File: config.mk
export PLATFORM = sky130hd
export DESIGN_NAME = serial_reg_master
export DESIGN_NICKNAME = d
export VERILOG_FILES = /design/src/rtl/srm_pkg.sv /design/src/rtl/srm_uart_rx.sv /design/src/rtl/srm_uart_tx.sv /design/src/rtl/srm_cmd_seq.sv /design/src/rtl/serial_reg_master.sv
export SDC_FILE = /design/constraint.sdc
export NUM_CORES = 1
export LEC_CHECK = 0
export ABC_AREA = 1
export BUFFER_PORTS_ARGS = -buffer_cell sky130_fd_sc_hd__buf_2
export CAP_MARGIN = 10
export CELL_PAD_IN_SITES_DETAIL_PLACEMENT = 1
export CELL_PAD_IN_SITES_GLOBAL_PLACEMENT = 1
export CORE_MARGIN = 2
export CORE_UTILIZATION = 25
export CTS_CLUSTER_SIZE = 16
export DETAILED_ROUTE_END_ITERATION = 6
export PLACE_DENSITY_LB_ADDON = 0.1
export SLEW_MARGIN = 20
export SYNTH_ARGS = -nofsm -noshare
export SYNTH_HDL_FRONTEND = slang
export SYNTH_HIERARCHICAL = 1
export SYNTH_SLANG_ARGS = --single-unit
File: constraint.sdc
create_clock -name clk -period 3.4 [get_ports clk]
set_clock_uncertainty 0.2 [all_clocks]
set_input_delay 0.17 -clock clk [delete_from_list [all_inputs] [get_ports clk]]
set_output_delay 0.17 -clock clk [all_outputs]
set_load 0.01 [all_outputs]
File: src/rtl/srm_pkg.sv
package srm_pkg;
  localparam logic [7:0] OP_READ  = 8'h10;
  localparam logic [7:0] OP_WRITE = 8'h11;

  typedef enum logic [2:0] {
    S_OP,
    S_ADDR,
    S_DATA,
    S_RWAIT,
    S_CAP,
    S_SEND,
    S_SWAIT
  } seq_state_t;
endpackage

File: src/rtl/srm_uart_rx.sv
module srm_uart_rx #(
  parameter int TICK_DIV = 326
) (
  input  logic       clk,
  input  logic       rst,
  input  logic       rx,
  output logic [7:0] rx_byte,
  output logic       rx_valid
);
  localparam int TW = $clog2(TICK_DIV + 1);

  typedef enum logic [1:0] {R_IDLE, R_START, R_DATA, R_STOP} rx_state_t;

  logic [TW-1:0] tick_cnt;
  logic          tick;
  logic [1:0]    sync;
  logic          rx_s;
  rx_state_t     st;
  logic [3:0]    os_cnt;
  logic [2:0]    bit_idx;
  logic [7:0]    sr;

  assign rx_s = sync[1];

  always_ff @(posedge clk) begin
    if (rst) begin
      tick_cnt <= '0;
      tick     <= 1'b0;
    end else begin
      tick <= 1'b0;
      if (tick_cnt == TW'(TICK_DIV - 1)) begin
        tick_cnt <= '0;
        tick     <= 1'b1;
      end else begin
        tick_cnt <= tick_cnt + 1'b1;
      end
    end
  end

  always_ff @(posedge clk) begin
    if (rst) begin
      sync     <= 2'b11;
      st       <= R_IDLE;
      os_cnt   <= '0;
      bit_idx  <= '0;
      sr       <= '0;
      rx_byte  <= '0;
      rx_valid <= 1'b0;
    end else begin
      sync     <= {sync[0], rx};
      rx_valid <= 1'b0;
      case (st)
        R_IDLE: begin
          os_cnt <= '0;
          if (!rx_s) st <= R_START;
        end
        R_START: if (tick) begin
          if (os_cnt == 4'd7) begin
            os_cnt  <= '0;
            bit_idx <= '0;
            st      <= rx_s ? R_IDLE : R_DATA;
          end else begin
            os_cnt <= os_cnt + 1'b1;
          end
        end
        R_DATA: if (tick) begin
          os_cnt <= os_cnt + 1'b1;
          if (os_cnt == 4'd15) begin
            sr      <= {rx_s, sr[7:1]};
            bit_idx <= bit_idx + 1'b1;
            if (bit_idx == 3'd7) st <= R_STOP;
          end
        end
        R_STOP: if (tick) begin
          os_cnt <= os_cnt + 1'b1;
          if (os_cnt == 4'd15) begin
            st <= R_IDLE;
            if (rx_s) begin
              rx_byte  <= sr;
              rx_valid <= 1'b1;
            end
          end
        end
        default: st <= R_IDLE;
      endcase
    end
  end
endmodule

File: src/rtl/srm_uart_tx.sv
module srm_uart_tx #(
  parameter int BIT_CLKS = 5216
) (
  input  logic       clk,
  input  logic       rst,
  input  logic       tx_start,
  input  logic [7:0] tx_byte,
  output logic       tx_done,
  output logic       tx
);
  localparam int CW = $clog2(BIT_CLKS + 1);

  logic          busy;
  logic [CW-1:0] clk_cnt;
  logic [3:0]    bit_cnt;
  logic [9:0]    frame;

  always_ff @(posedge clk) begin
    if (rst) begin
      busy    <= 1'b0;
      clk_cnt <= '0;
      bit_cnt <= '0;
      frame   <= '1;
      tx      <= 1'b1;
      tx_done <= 1'b0;
    end else begin
      tx_done <= 1'b0;
      if (!busy) begin
        if (tx_start) begin
          busy    <= 1'b1;
          frame   <= {1'b1, tx_byte, 1'b0};
          tx      <= 1'b0;
          clk_cnt <= '0;
          bit_cnt <= '0;
        end
      end else if (clk_cnt == CW'(BIT_CLKS - 1)) begin
        clk_cnt <= '0;
        if (bit_cnt == 4'd9) begin
          busy    <= 1'b0;
          tx_done <= 1'b1;
          tx      <= 1'b1;
        end else begin
          bit_cnt <= bit_cnt + 1'b1;
          frame   <= {1'b1, frame[9:1]};
          tx      <= frame[1];
        end
      end else begin
        clk_cnt <= clk_cnt + 1'b1;
      end
    end
  end
endmodule

File: src/rtl/srm_cmd_seq.sv
module srm_cmd_seq
  import srm_pkg::*;
#(
  parameter int ADDR_W = 8,
  parameter int DATA_W = 32
) (
  input  logic              clk,
  input  logic              rst,
  input  logic [7:0]        rx_byte,
  input  logic              rx_valid,
  input  logic              tx_done,
  output logic              tx_start,
  output logic [7:0]        tx_byte,
  output logic              bus_ce,
  output logic              bus_we,
  output logic [ADDR_W-1:0] bus_addr,
  output logic [DATA_W-1:0] bus_wdata,
  input  logic [DATA_W-1:0] bus_rdata
);
  localparam int NBYTES = DATA_W / 8;
  localparam int BW     = $clog2(NBYTES + 1);

  seq_state_t        st;
  logic              is_rd;
  logic [ADDR_W-1:0] addr_q;
  logic [DATA_W-1:0] word_sr;
  logic [DATA_W-1:0] resp_sr;
  logic [BW-1:0]     cnt;

  always_ff @(posedge clk) begin
    if (rst) begin
      st        <= S_OP;
      is_rd     <= 1'b0;
      addr_q    <= '0;
      word_sr   <= '0;
      resp_sr   <= '0;
      cnt       <= '0;
      tx_start  <= 1'b0;
      tx_byte   <= '0;
      bus_ce    <= 1'b0;
      bus_we    <= 1'b0;
      bus_addr  <= '0;
      bus_wdata <= '0;
    end else begin
      bus_ce   <= 1'b0;
      bus_we   <= 1'b0;
      tx_start <= 1'b0;
      case (st)
        S_OP: if (rx_valid) begin
          if (rx_byte == OP_READ) begin
            is_rd <= 1'b1;
            st    <= S_ADDR;
          end else if (rx_byte == OP_WRITE) begin
            is_rd <= 1'b0;
            st    <= S_ADDR;
          end
        end
        S_ADDR: if (rx_valid) begin
          addr_q <= rx_byte[ADDR_W-1:0];
          cnt    <= '0;
          if (is_rd) begin
            bus_ce   <= 1'b1;
            bus_addr <= rx_byte[ADDR_W-1:0];
            st       <= S_RWAIT;
          end else begin
            st <= S_DATA;
          end
        end
        S_DATA: if (rx_valid) begin
          word_sr <= {word_sr[DATA_W-9:0], rx_byte};
          cnt     <= cnt + 1'b1;
          if (cnt == BW'(NBYTES - 1)) begin
            bus_ce    <= 1'b1;
            bus_we    <= 1'b1;
            bus_addr  <= addr_q;
            bus_wdata <= {word_sr[DATA_W-9:0], rx_byte};
            st        <= S_OP;
          end
        end
        S_RWAIT: st <= S_CAP;
        S_CAP: begin
          resp_sr <= bus_rdata;
          cnt     <= '0;
          st      <= S_SEND;
        end
        S_SEND: begin
          tx_start <= 1'b1;
          tx_byte  <= resp_sr[DATA_W-1 -: 8];
          resp_sr  <= {resp_sr[DATA_W-9:0], 8'h00};
          st       <= S_SWAIT;
        end
        S_SWAIT: if (tx_done) begin
          if (cnt == BW'(NBYTES - 1)) begin
            st <= S_OP;
          end else begin
            cnt <= cnt + 1'b1;
            st  <= S_SEND;
          end
        end
        default: st <= S_OP;
      endcase
    end
  end
endmodule

File: src/rtl/serial_reg_master.sv
module serial_reg_master #(
  parameter int CLK_HZ = 100_000_000,
  parameter int BAUD   = 19_200,
  parameter int ADDR_W = 8,
  parameter int DATA_W = 32
) (
  input  logic              clk,
  input  logic              rst,
  input  logic              rx,
  output logic              tx,
  output logic              bus_ce,
  output logic              bus_we,
  output logic [ADDR_W-1:0] bus_addr,
  output logic [DATA_W-1:0] bus_wdata,
  input  logic [DATA_W-1:0] bus_rdata
);
  localparam int TICK_DIV = (CLK_HZ + BAUD * 8) / (BAUD * 16);
  localparam int BIT_CLKS = TICK_DIV * 16;

  logic [7:0] rx_byte;
  logic       rx_valid;
  logic       tx_start;
  logic [7:0] tx_byte;
  logic       tx_done;

  srm_uart_rx #(.TICK_DIV(TICK_DIV)) u_rx (
    .clk(clk), .rst(rst), .rx(rx), .rx_byte(rx_byte), .rx_valid(rx_valid)
  );

  srm_uart_tx #(.BIT_CLKS(BIT_CLKS)) u_tx (
    .clk(clk), .rst(rst), .tx_start(tx_start), .tx_byte(tx_byte),
    .tx_done(tx_done), .tx(tx)
  );

  srm_cmd_seq #(.ADDR_W(ADDR_W), .DATA_W(DATA_W)) u_seq (
    .clk(clk), .rst(rst), .rx_byte(rx_byte), .rx_valid(rx_valid),
    .tx_done(tx_done), .tx_start(tx_start), .tx_byte(tx_byte),
    .bus_ce(bus_ce), .bus_we(bus_we), .bus_addr(bus_addr),
    .bus_wdata(bus_wdata), .bus_rdata(bus_rdata)
  );
endmodule

==> flow_summary.toml <==
[setup_path]
start_kind = "flip-flop"
endpoint_kind = "flip-flop"
slowest_delay_ns = 0.46
path_class = "reg2reg"
worstPathMaxFanout = 27
crit_buf_inv = 2
path_delay_family = "simple AND/OR/NAND/NOR gates"
crit_required_ns = 3.55
slowest_stage = "dfxtp_1"
reg2reg_from = "u_seq/st[1]"
critPathLaunch = "u_seq/st[1]"
cp.arrival_ns = 2.73
crit_chain = "nand2_2 > nor2_8 > nand2_4 > inv_4 > nand2_4 > o21ai_4 > inv_4 > nor2_1 > nor2_1"

[pwr]
leakage_uw = 0.00404
max-vdd-ir-drop_mv = 0.352
seq_power_share_pct = 50.6
clockPowerShare_pct = 45.9
sw_frac_of_total_pct = 25.3
pwr-share-comb_pct = 3.5
power.total_uw = 4390
internal_power_uw = 3280
switchingPower_uw = 1110
p_per_area_mw_per_mm2 = 458

[routing]
routed_wl_mm = 22.5
avgViaCountPerCell = 4.56
wire_per_inst_um = 14.3
drc = 0
via_count = 7161
ant_nets = 0
drt_iter0_drc = 331
drt-pass1-iter-count = 4

[timing]
worstMarginPinSlew_ns = 1.03
setup_viol_count_final = 0
slew_headroom_pct = 31.3
rsz0062_at_grt = "no"
hold_viol = 0
final-max-slew-violation-count = 0
finalSetupTns_ns = 0
post-route-period-util_pct = 76.0
whs_ns = 0.222
fmax_ghz = 0.387
fin_crit_ns = 2.58

[synth]
post_synth_num_cell_types = 43
avgSynthCellArea_um2 = 7.41
yosysTopAreaCellShare_pct = 47.4
synth.area.top_cells = "dfxtp_1 (47%), nand2_1 (9.5%), nor2_1 (7.3%), a21oi_1 (5.9%), o21ai_0 (5.6%)"
synth_edf_count = 0
yosysMostFrequentCell = "nand2_1"
syn_area_mm2 = 0.00793
yosysSeqAreaShare_pct = 47.4
synthCells = 1071
ys_ff_latch = 188
yosys.area.top_type = "dfxtp_1"
async_flop_share_pct = 0
ys.flop_type = "dfxtp_1"
syn_nets = 1116
yosys_warnings = 6
netlist_top_cells_count = "nand2_1 (200), dfxtp_1 (188), nor2_1 (154), a21oi_1 (93), o21ai_0 (88)"

[die]
ios = 78
dieArea_mm2 = 0.0332
die_w_um = 182
rows = 65
core_mm2 = 0.0314
initial_utilization_pct = 25.3
die_h_um = 182

[clocking]
cts_hold_buf = 34
cts-htree-levels = 4
clock-sinks = 188
worstSkewPairLatency_ns = 0.45
cts_root_buf = "clkbuf_16"
postCtsSetupRepairBufs = 0
path_clk_slew_ns = 0.08
numCtsBuffers = 17
cts_tree = "yes"
clockBufferDepth = 2
post_cts_resized = 0

[min_path]
hold_path.class = "reg2reg"
hp-start = "u_rx/sync[0]"

[grt]
first_global_vias = 7268
grt_usage_pct = 14.0
grt_max_degree = 55
grt_pass1_wl_mm = 37.4
antenna_found_initial = 0
overflow = 0

[finish]
syn_to_final_growth_pct = 20.7
stdcell_area_mm2 = 0.00957
drive_above_1_share_pct = 13.3
antenna_cells = 0
fin_nets = 1201
finish.utilization_pct = 30.5

[placed_design]
gp_congestion = 0.725
placed_area_mm2 = 0.00864
port_buffers = 77
dp.final_hpwl_mm = 14.7

[job]
cap_violations = 0

[status]
outcome = "finished, final reports clean"
## state kept, by name (all words and copies together) (netlist names), 4 cells and up, named ones only
register,count
u_rx/sr,8
u_tx/bit_cnt,4
u_seq/bus_wdata,32
u_seq/resp_sr,32
u_tx/clk_cnt,13
u_seq/word_sr,24
u_rx/rx_byte,8
u_rx/tick_cnt,9
u_seq/addr_q,8
u_seq/tx_byte,8
u_rx/os_cnt,4
u_seq/bus_addr,8
u_tx/frame,8
## layer usage
metal  share of wire [%]  GRT usage (%)  vias to the layer above
met5                   0              0                        -
met4                0.89           4.06                        0
met3                 2.4           2.83                        8
met2                  47           23.0                       63
met1                  50           18.5                     3407
li1                    -              -                     3683
## power by group through the flow
stage	logic, uW	clock network, uW	registers (uW)
after floorplan	90.1	0	2260
after global placement	127	0	2270
after detailed placement	127	0	2270
after CTS	157	2110	2220
after global routing	177	2200	2220
final	154	2010	2220
## logic make-up (layout without fill, tap and decap cells)
group	Yosys count	after routing	share of synthesized area, %
and+or+nand+nor	492	492	27.4
DFF	188	188	47.4
buffers and inverters	149	247	7.74
xor gates and xnor gates	3	3	0.331
adders and majority gates	10	10	1.58
AOI/OAI and AO/OA	229	229	15.5
## placed cells by master (no fill, tap or decap), types with 3 or more instances in the layout
| cell type | n |
|---|---|
| inv_8 | 4 |
| nand4_1 | 17 |
| nor3_1 | 16 |
| nand2_1 | 199 |
| nand3_1 | 76 |
| o21ai_0 | 88 |
| buf_2 | 77 |
| clkinv_8 | 3 |
| ha_1 | 10 |
| clkbuf_16 | 17 |
| nand2_2 | 5 |
| inv_6 | 3 |
| dlygate4sd3_1 | 34 |
| or2_2 | 5 |
| dfxtp_1 | 188 |
| o211ai_1 | 23 |
| o21ai_1 | 17 |
| buf_4 | 10 |
| nand2_4 | 3 |
| nor2_1 | 154 |
| clkinv_4 | 3 |
| inv_1 | 84 |
| inv_2 | 7 |
| nor2_2 | 3 |
| a21oi_1 | 93 |
## final timing paths
path                                           to  slack [ns]  depth (start not counted)
worst max-delay path            u_seq/bus_addr[4]        0.82                          9
worst min-delay path                 u_rx/sync[1]        0.22                          1
worst max register to register  u_seq/bus_addr[4]        0.82                          9
worst min register to register       u_rx/sync[1]        0.22                          1
## per-stage QoR
step / cells / setup slack [ns]
finish: 1571 / 0.815
floorplan: 1071 / 1.70
global route: 1571 / 0.532
global placement: 1505 / 0.841
detailed placement: 1505 / 0.815
CTS: 1571 / 0.806
## final cells by class
| type | instances | area, um^2 |
|---|---|---|
| clock buffer | 18 | 439 |
| clock inverter | 14 | 151 |
| timing repair buffer | 121 | 801 |
| sequential | 188 | 3760 |
| inverter | 94 | 358 |
| fill | 3846 | 21800 |
| tap | 402 | 503 |
| multi-input combinational | 734 | 3560 |
(Power assumes the default switching activity.)
